### src/rtl/trimsec_pkg.sv
package trimsec_pkg;
   typedef enum logic [1:0] {
      ADJ_NONE  = 2'd0,
      ADJ_SHORT = 2'd1,
      ADJ_LONG  = 2'd2
   } adj_e;
endpackage

### src/rtl/trimsec_decode.sv
module trimsec_decode #(
   parameter int MAG_BITS = 2,
   parameter int STEP_PPM = 10,
   parameter int PPM_W    = 6
) (
   input  logic [MAG_BITS:0]  code,
   output logic               neg,
   output logic [PPM_W-1:0]   ppm
);
   logic [PPM_W-1:0] part [MAG_BITS+1];

   assign part[0] = '0;

   // each magnitude bit i carries weight STEP_PPM * 2^i
   for (genvar i = 0; i < MAG_BITS; i++) begin : g_weight
      localparam int WEIGHT = STEP_PPM << i;
      assign part[i+1] = part[i] + (code[i] ? PPM_W'(WEIGHT) : '0);
   end

   assign ppm = part[MAG_BITS];
   assign neg = code[MAG_BITS];
endmodule

### src/rtl/trimsec_accum.sv
module trimsec_accum
   import trimsec_pkg::*;
#(
   parameter int NOMINAL = 32768,
   parameter int SCALE   = 1000000,
   parameter int PPM_W   = 6,
   parameter int ACC_W   = 22
) (
   input  logic             clk,
   input  logic             rst_n,
   input  logic             step,
   input  logic             neg,
   input  logic [PPM_W-1:0] ppm,
   output adj_e             adj
);
   logic [ACC_W-1:0] acc_q;
   logic [ACC_W-1:0] inc;
   logic [ACC_W-1:0] sum;
   logic             wrap;

   always_comb begin
      inc  = ACC_W'(ppm) * ACC_W'(NOMINAL);
      sum  = acc_q + inc;
      wrap = (sum >= ACC_W'(SCALE));
      if (!wrap)
         adj = ADJ_NONE;
      else if (neg)
         adj = ADJ_LONG;
      else
         adj = ADJ_SHORT;
   end

   always_ff @(posedge clk or negedge rst_n) begin
      if (!rst_n)
         acc_q <= '0;
      else if (step)
         acc_q <= wrap ? (sum - ACC_W'(SCALE)) : sum;
   end
endmodule

### src/rtl/trimsec_counter.sv
module trimsec_counter
   import trimsec_pkg::*;
#(
   parameter int NOMINAL = 32768,
   parameter int CNT_W   = 16
) (
   input  logic             clk,
   input  logic             rst_n,
   input  logic             tick_en,
   input  adj_e             adj,
   output logic             boundary,
   output logic             pulse,
   output logic [CNT_W-1:0] term
);
   logic [CNT_W-1:0] cnt_q;
   logic [CNT_W-1:0] term_nxt;

   assign boundary = tick_en && (cnt_q == term - CNT_W'(1));

   always_comb begin
      unique case (adj)
         ADJ_SHORT: term_nxt = CNT_W'(NOMINAL - 1);
         ADJ_LONG:  term_nxt = CNT_W'(NOMINAL + 1);
         default:   term_nxt = CNT_W'(NOMINAL);
      endcase
   end

   always_ff @(posedge clk or negedge rst_n) begin
      if (!rst_n) begin
         cnt_q <= '0;
         term  <= CNT_W'(NOMINAL);
         pulse <= 1'b0;
      end else begin
         pulse <= boundary;
         if (boundary) begin
            cnt_q <= '0;
            term  <= term_nxt;
         end else if (tick_en) begin
            cnt_q <= cnt_q + CNT_W'(1);
         end
      end
   end
endmodule

### src/rtl/trimsec_prescaler.sv
module trimsec_prescaler
   import trimsec_pkg::*;
#(
   parameter int NOMINAL_TICKS = 32768,
   parameter int PPM_SCALE     = 1000000,
   parameter int STEP_PPM      = 10,
   parameter int MAG_BITS      = 2,
   localparam int TRIM_W       = MAG_BITS + 1,
   localparam int CNT_W        = $clog2(NOMINAL_TICKS + 2)
) (
   input  logic              clk,
   input  logic              rst_n,
   input  logic              tick_en,
   input  logic [TRIM_W-1:0] trim_code,
   output logic              sec_pulse,
   output logic [CNT_W-1:0]  term_dbg
);
   localparam int MAX_PPM = STEP_PPM * ((1 << MAG_BITS) - 1);
   localparam int PPM_W   = $clog2(MAX_PPM + 1) + 1;
   localparam int ACC_W   = $clog2(2 * PPM_SCALE) + 1;

   if (NOMINAL_TICKS < 2) begin : g_bad_nominal
      $error("NOMINAL_TICKS must be at least 2");
   end
   if (MAG_BITS < 1) begin : g_bad_mag
      $error("MAG_BITS must be at least 1");
   end
   if (MAX_PPM * NOMINAL_TICKS >= PPM_SCALE) begin : g_bad_range
      $error("full-scale trim must add less than one count per second");
   end

   logic             neg;
   logic [PPM_W-1:0] ppm;
   logic             boundary;
   adj_e             adj;

   trimsec_decode #(
      .MAG_BITS (MAG_BITS),
      .STEP_PPM (STEP_PPM),
      .PPM_W    (PPM_W)
   ) u_decode (
      .code (trim_code),
      .neg  (neg),
      .ppm  (ppm)
   );

   trimsec_accum #(
      .NOMINAL (NOMINAL_TICKS),
      .SCALE   (PPM_SCALE),
      .PPM_W   (PPM_W),
      .ACC_W   (ACC_W)
   ) u_accum (
      .clk   (clk),
      .rst_n (rst_n),
      .step  (boundary),
      .neg   (neg),
      .ppm   (ppm),
      .adj   (adj)
   );

   trimsec_counter #(
      .NOMINAL (NOMINAL_TICKS),
      .CNT_W   (CNT_W)
   ) u_counter (
      .clk      (clk),
      .rst_n    (rst_n),
      .tick_en  (tick_en),
      .adj      (adj),
      .boundary (boundary),
      .pulse    (sec_pulse),
      .term     (term_dbg)
   );
endmodule

### config.mk
export PLATFORM = sky130hd
export DESIGN_NAME = trimsec_prescaler
export DESIGN_NICKNAME = d
export VERILOG_FILES = /design/src/rtl/trimsec_pkg.sv /design/src/rtl/trimsec_decode.sv /design/src/rtl/trimsec_accum.sv /design/src/rtl/trimsec_counter.sv /design/src/rtl/trimsec_prescaler.sv
export SDC_FILE = /design/constraint.sdc
export NUM_CORES = 1
export LEC_CHECK = 0
export BUFFER_PORTS_ARGS = -buffer_cell sky130_fd_sc_hd__buf_4
export CAP_MARGIN = 5
export CORE_MARGIN = 4
export CORE_UTILIZATION = 50
export CTS_BUF_LIST = sky130_fd_sc_hd__clkbuf_8 sky130_fd_sc_hd__clkbuf_16
export DETAILED_ROUTE_END_ITERATION = 6
export PLACE_DENSITY = 0.78
export SLEW_MARGIN = 10
export SYNTH_ARGS = -nofsm -noshare
export SYNTH_HDL_FRONTEND = slang
export SYNTH_SLANG_ARGS = --single-unit
### constraint.sdc
create_clock -name clk -period 2.3 [get_ports clk]
set_input_delay 0.23 -clock clk [delete_from_list [all_inputs] [get_ports clk]]
set_output_delay 0.23 -clock clk [all_outputs]
set_load 0.01 [all_outputs]
; After elaboration in Yosys (flattened, before gate mapping)
; Index checks and enable logic that the tools add are counted.
[totals]
ff_bits = 55
in_bits = 6
elab_cells = 23
[op_classes]
n_addsub = 5
n_lt_le_gt_ge = 1
eq_ne = 3
muxes = 8
n_reduce_logical = 2
[op_table]
columns = op, count
row1 = two-way mux 16 bit, 2
row2 = one-hot mux 16 bit (2 select lines), 1
row3 = adder 22 x 21 -> 22 bit, 1
row4 = "greater-or-equal comparator 22 x 20 -> 1 bit, second input constant", 1
row5 = two-way mux 22 bit, 1
row6 = "subtractor 22 x 20 -> 22 bit, second input constant", 1
row7 = "adder 16 x 1 -> 16 bit, second input constant", 1
row8 = == test 16 bit, 1
row9 = "subtractor 16 x 1 -> 16 bit, second input constant", 1
row10 = adder 6 bit, 1
row11 = two-way mux 5 bit, 1
row12 = two-way mux 2 bit, 2
row13 = two-way mux 4 bit, 1
row14 = "== test 2 x 1 -> 1 bit, second input constant", 1
row15 = "== test 2 bit, second input constant", 1
row16 = nonzero test 2 bit, 1
row17 = logical AND 1 bit, 1

; Depth between registers and ports, before layout
[depth]
ltp_word = 7
mapped_depth = 10
depth_no_buf = 9

; Cells and area by module
; Synthesis repeated with hierarchy kept, for this count alone.
[unflattened]
cells_unflattened = 262
hier_area_um2 = 2498.6
[by_module_without_submodules]
columns = mod, instances, cells_per_inst, area_per_inst_um2
row1 = trimsec_accum, 1, 130, 1223.7
row2 = trimsec_counter, 1, 124, 1218.7
row3 = trimsec_decode, 1, 8, 56.3

; Least setup slack after synthesis
; No wires, ideal clock.
[synth_path]
path_kind = register to register
startpoint = reg u_accum.acc_q[16]
endpoint = reg u_accum.acc_q[17]
t_arrival_ps = 2323
required_ps = 2180
slack_ps = -143
stages_incl_launch_ff = 11
path_buffers = 2
cell_sequence = dfrtp_1 > ha_1 > inv_1 > fa_1 > nand2b_1 > or2_2 > clkbuf_1 > o32ai_4 > buf_6 > nand3_1 > a31o_1
[synth_between]
elab_chain_len = 3
[synth_rtl]
columns = item, line
row1 = "start, declared", trimsec_accum.sv:16  ; logic [ACC_W-1:0] acc_q;
row2 = "start signal, assigned", trimsec_accum.sv:37  ; acc_q <= wrap ? (sum - ACC_W'(SCALE)) : sum;
row3 = adder 22 x 21 -> 22 bit *, trimsec_accum.sv:23  ; sum = acc_q + inc;
row4 = subtractor 22 x 20 -> 22 bit / greater-or-equal comparator 22 x 20 -> 1 bit (equally long branches), "trimsec_accum.sv:37, trimsec_accum.sv:24"
row5 = two-way mux 22 bit *, trimsec_accum.sv:37
; Mark *: on every way between the ends. The rest lies on a longest branch, timed or not.
; A chain may end at the register's enable or synchronous reset.

; Worst setup path in the final report
[layout_path]
startpoint = reg u_accum.acc_q[16]
endpoint = reg u_accum.acc_q[21]
; Same word-level chain as after synthesis.

==> impl_metrics.py <==
metrics = {
    "run_status": {
        "outcome": "finished with violations",
        "failed_checks": "negative setup slack",
    },
    "timing": {
        "layout_setup_ws_ps": -52.2,
        "relSlewSlack_pct": 68.8,
        "rsz0062_at_grt": "true",
        "finalHoldViolCount": 0,
        "tns_ps": -252,
        "slew_viol_final": 0,
        "skew_ps": 9.98,
        "setup_viol": 9,
        "min_period_over_period_pct": 102,
        "max_freq_mhz": 425,
        "final.min_clock_period_ps": 2350,
        "tightest_slew_ps": 467,
    },
    "cells_and_area": {
        "multi_input_area_sq_um": 1360,
        "n_antenna_cell": 0,
        "layout.cells.non_filler": 335,
        "fill_cells": 364,
        "drive_above_1_share_pct": 27.2,
        "areaGrowthSynthToFinish_pct": 18.3,
        "regArea_sq_um": 902,
        "fin_nets": 298,
        "final_area_sq_um": 2820,
    },
    "place": {
        "placement.cell_area_sq_um": 2620,
        "post-place-ws_ps": -68.7,
        "gp_congestion": 0.894,
        "dpl.hpwl_um": 3620,
        "placed_cells": 323,
        "port_buffers": 22,
    },
    "logic_synthesis": {
        "synth_top_area_share_pct": 36.8,
        "synth_warnings": 0,
        "syn_avg_cell_area_sq_um": 9.41,
        "netlist_area_sq_um": 2380,
        "synth_fp_nets": 269,
        "ys.flop_type": "dfrtp_1",
        "async_flop_share_pct": 100,
        "synth-seq-area-share_pct": 37.9,
        "synth_seq_cells": 36,
        "synthTopCellsByArea": "dfrtp_1 (37%), xnor2_1 (6.3%), ha_1 (4.7%)",
        "syn_inst": 253,
        "synth.largest_area_cell": "dfrtp_1",
        "ys_types": 56,
        "synth_edf_count": 0,
    },
    "clocking": {
        "cts_buffer_depth": 2,
        "cts_tree": "yes",
        "cts_buffers": 5,
        "clk_pin_slew_worst_paths_ps": 80,
        "htree_levels": 2,
        "root_buffer": "clkbuf_8",
        "clock-sinks": 36,
        "worstSkewPairLatency_ps": 290,
    },
    "power": {
        "clkPwrFrac_pct": 38.0,
        "total_power_uw": 1490,
        "power.density_cell_area_nw_per_um2": 528,
        "peakVddDrop_mv": 0.315,
        "intPower_uw": 1080,
        "comb_power_share_pct": 12.1,
        "leakagePower_uw": 0.00128,
        "swShare_pct": 27.2,
        "pwr-share-seq_pct": 49.9,
        "power_switching_uw": 405,
    },
    "die": {
        "die-area_sq_um": 5930,
        "start_util_pct": 53.2,
        "die_width_um": 77.0,
        "die_y_um": 77.0,
        "io_pins": 23,
        "num_rows": 24,
        "coreArea_sq_um": 4470,
    },
    "run": {
        "drv_cap": 0,
    },
    "grt": {
        "gr-total-overflow": 0,
        "grt_start_max_net_pins": 37,
        "grt_antenna_before_repair": 0,
        "first_global_vias": 1922,
        "grt_use_total_pct": 17.6,
        "grt_pass1_wl_um": 8600,
    },
    "worst_setup_path": {
        "r2r_start": "u_accum.acc_q[16]",
        "path_class": "reg -> reg",
        "cp.required_ps": 2480,
        "cp_max_fo": 5,
        "worstPathArrival_ps": 2530,
        "end_kind": "register",
        "crit_path_start": "u_accum.acc_q[16]",
        "start_kind": "register",
    },
    "hold_path": {
        "min_from": "trim_code[2]",
        "hold_class": "in -> reg",
    },
    "detailed_routing": {
        "vias": 1892,
        "wirelength_um": 5100,
        "drtIter0Drc": 72,
        "drcViolationCount": 0,
        "routed_via_density": 5.65,
        "drtAntennaViolNets": 0,
        "drt_pass1_iterations": 4,
        "post_drt_wl_per_cell_um": 15.2,
    },
}
==> layout make-up <==
cell class / instances / share of cell area [%]
clock buffer: 5 / 2.44
clock inverter: 3 / 1.51
inverter: 14 / 2.04
multi-input combinational: 183 / 48.2
sequential: 36 / 32.0
tap: 52 / 2.31
timing repair buffer: 41 / 11.3
timing repair inverter: 1 / 0.178
==> cell usage after synthesis (3+ instances only) <==
library cell	count
a31oi_1	3
nor2_1	26
o21ai_0	4
nor4_1	3
o22ai_1	4
nand3_2	6
inv_1	13
clkbuf_1	3
mux2i_1	3
o21a_1	3
nor3_1	5
xor2_1	9
ha_1	9
nand2_1	17
and3_1	5
a21o_1	5
xnor2_1	17
or2_2	3
a21oi_1	8
buf_4	13
dfrtp_1	35
nand3_1	12
nand4_1	5
==> flip-flops by register name (all words and copies together), names as in the netlist <==
name             cells
u_accum.acc_q       16
u_counter.cnt_q     16
u_counter.pulse      1
u_counter.term       3
==> per-layer routing <==
metal,global-route usage (%),up-vias,wire (um)
met4,5.34,0,46
met3,3.75,5,177
li1,-,937,-
met2,30.7,37,2650
met5,0,-,0
met1,21.8,913,2230
==> critical path, cell delays in order (launching register included) <==
cell and delay (ps):
dfrtp_1 390, ha_2 200, inv_2 60, fa_2 440, nand2b_4 150, or2_4 260, a2111oi_1 410, nor3_1 130
o211ai_1 100, nand3_1 100
==> worst paths after layout <==
check,to,slack [ps],cells after the start
worst max register to register,u_accum.acc_q[21],-50,9
worst min-delay path,u_counter.term[14],120,2
worst max-delay path,u_accum.acc_q[21],-50,9
max in group asynchronous,u_counter.term[15],1510,2
min in group asynchronous,u_counter.cnt_q[3],430,2
worst min register to register,u_accum.acc_q[13],490,1
==> repair_timing <==
item,CTS,global route
hold endpoints to repair,35,0
pin swaps,1,3
hold buffers,1,0
setup endpoints to repair,16,18
buffers inserted,1,1
gates cloned,0,1
resized for setup,8,5
==> cell families after synthesis <==
group / share of synthesized area, %
mux: 1.26
flops: 37.9
fa+ha+maj: 5.57
simple gates: 23.1
compound gates: 14.2
buf+inv: 8.36
xor+xnor: 9.57
==> metrics by stage <==
stage	util [%]	hold slack, ps
detailed placement	58.5	217
finish	62.9	117
global route	62.9	122
global placement	58.5	215
CTS	61.8	109
floorplan	-	-65.6
==> power by group through the flow <==
stage	Combinational, uW	Sequential (uW)	Clock, uW
final	180	742	565
after global routing	197	753	602
after CTS	177	743	580
after detailed placement	172	756	0
after global placement	163	755	0
after floorplan	118	738	0
==> cell usage in the layout (no fill, tap or decap), types with 2 or more instances in the layout <==
master / count
a21o_1: 5
xor2_1: 9
nand2_1: 17
buf_4: 38
a31oi_1: 3
or3_1: 2
nand3_1: 11
clkinv_2: 2
and3_1: 4
o21a_1: 3
o22ai_1: 4
buf_6: 2
clkbuf_8: 5
and2_1: 2
a21oi_1: 8
inv_1: 12
nor3_1: 4
nor2_1: 26
o2111ai_1: 2
and4_1: 2
mux2i_1: 3
o21ai_1: 2
o21ai_0: 3
dfrtp_1: 35
nand4_1: 5
xnor2_1: 16
nor4_1: 3
or2_2: 2
nand3_2: 7
ha_1: 8
(Power assumes the default switching activity.)
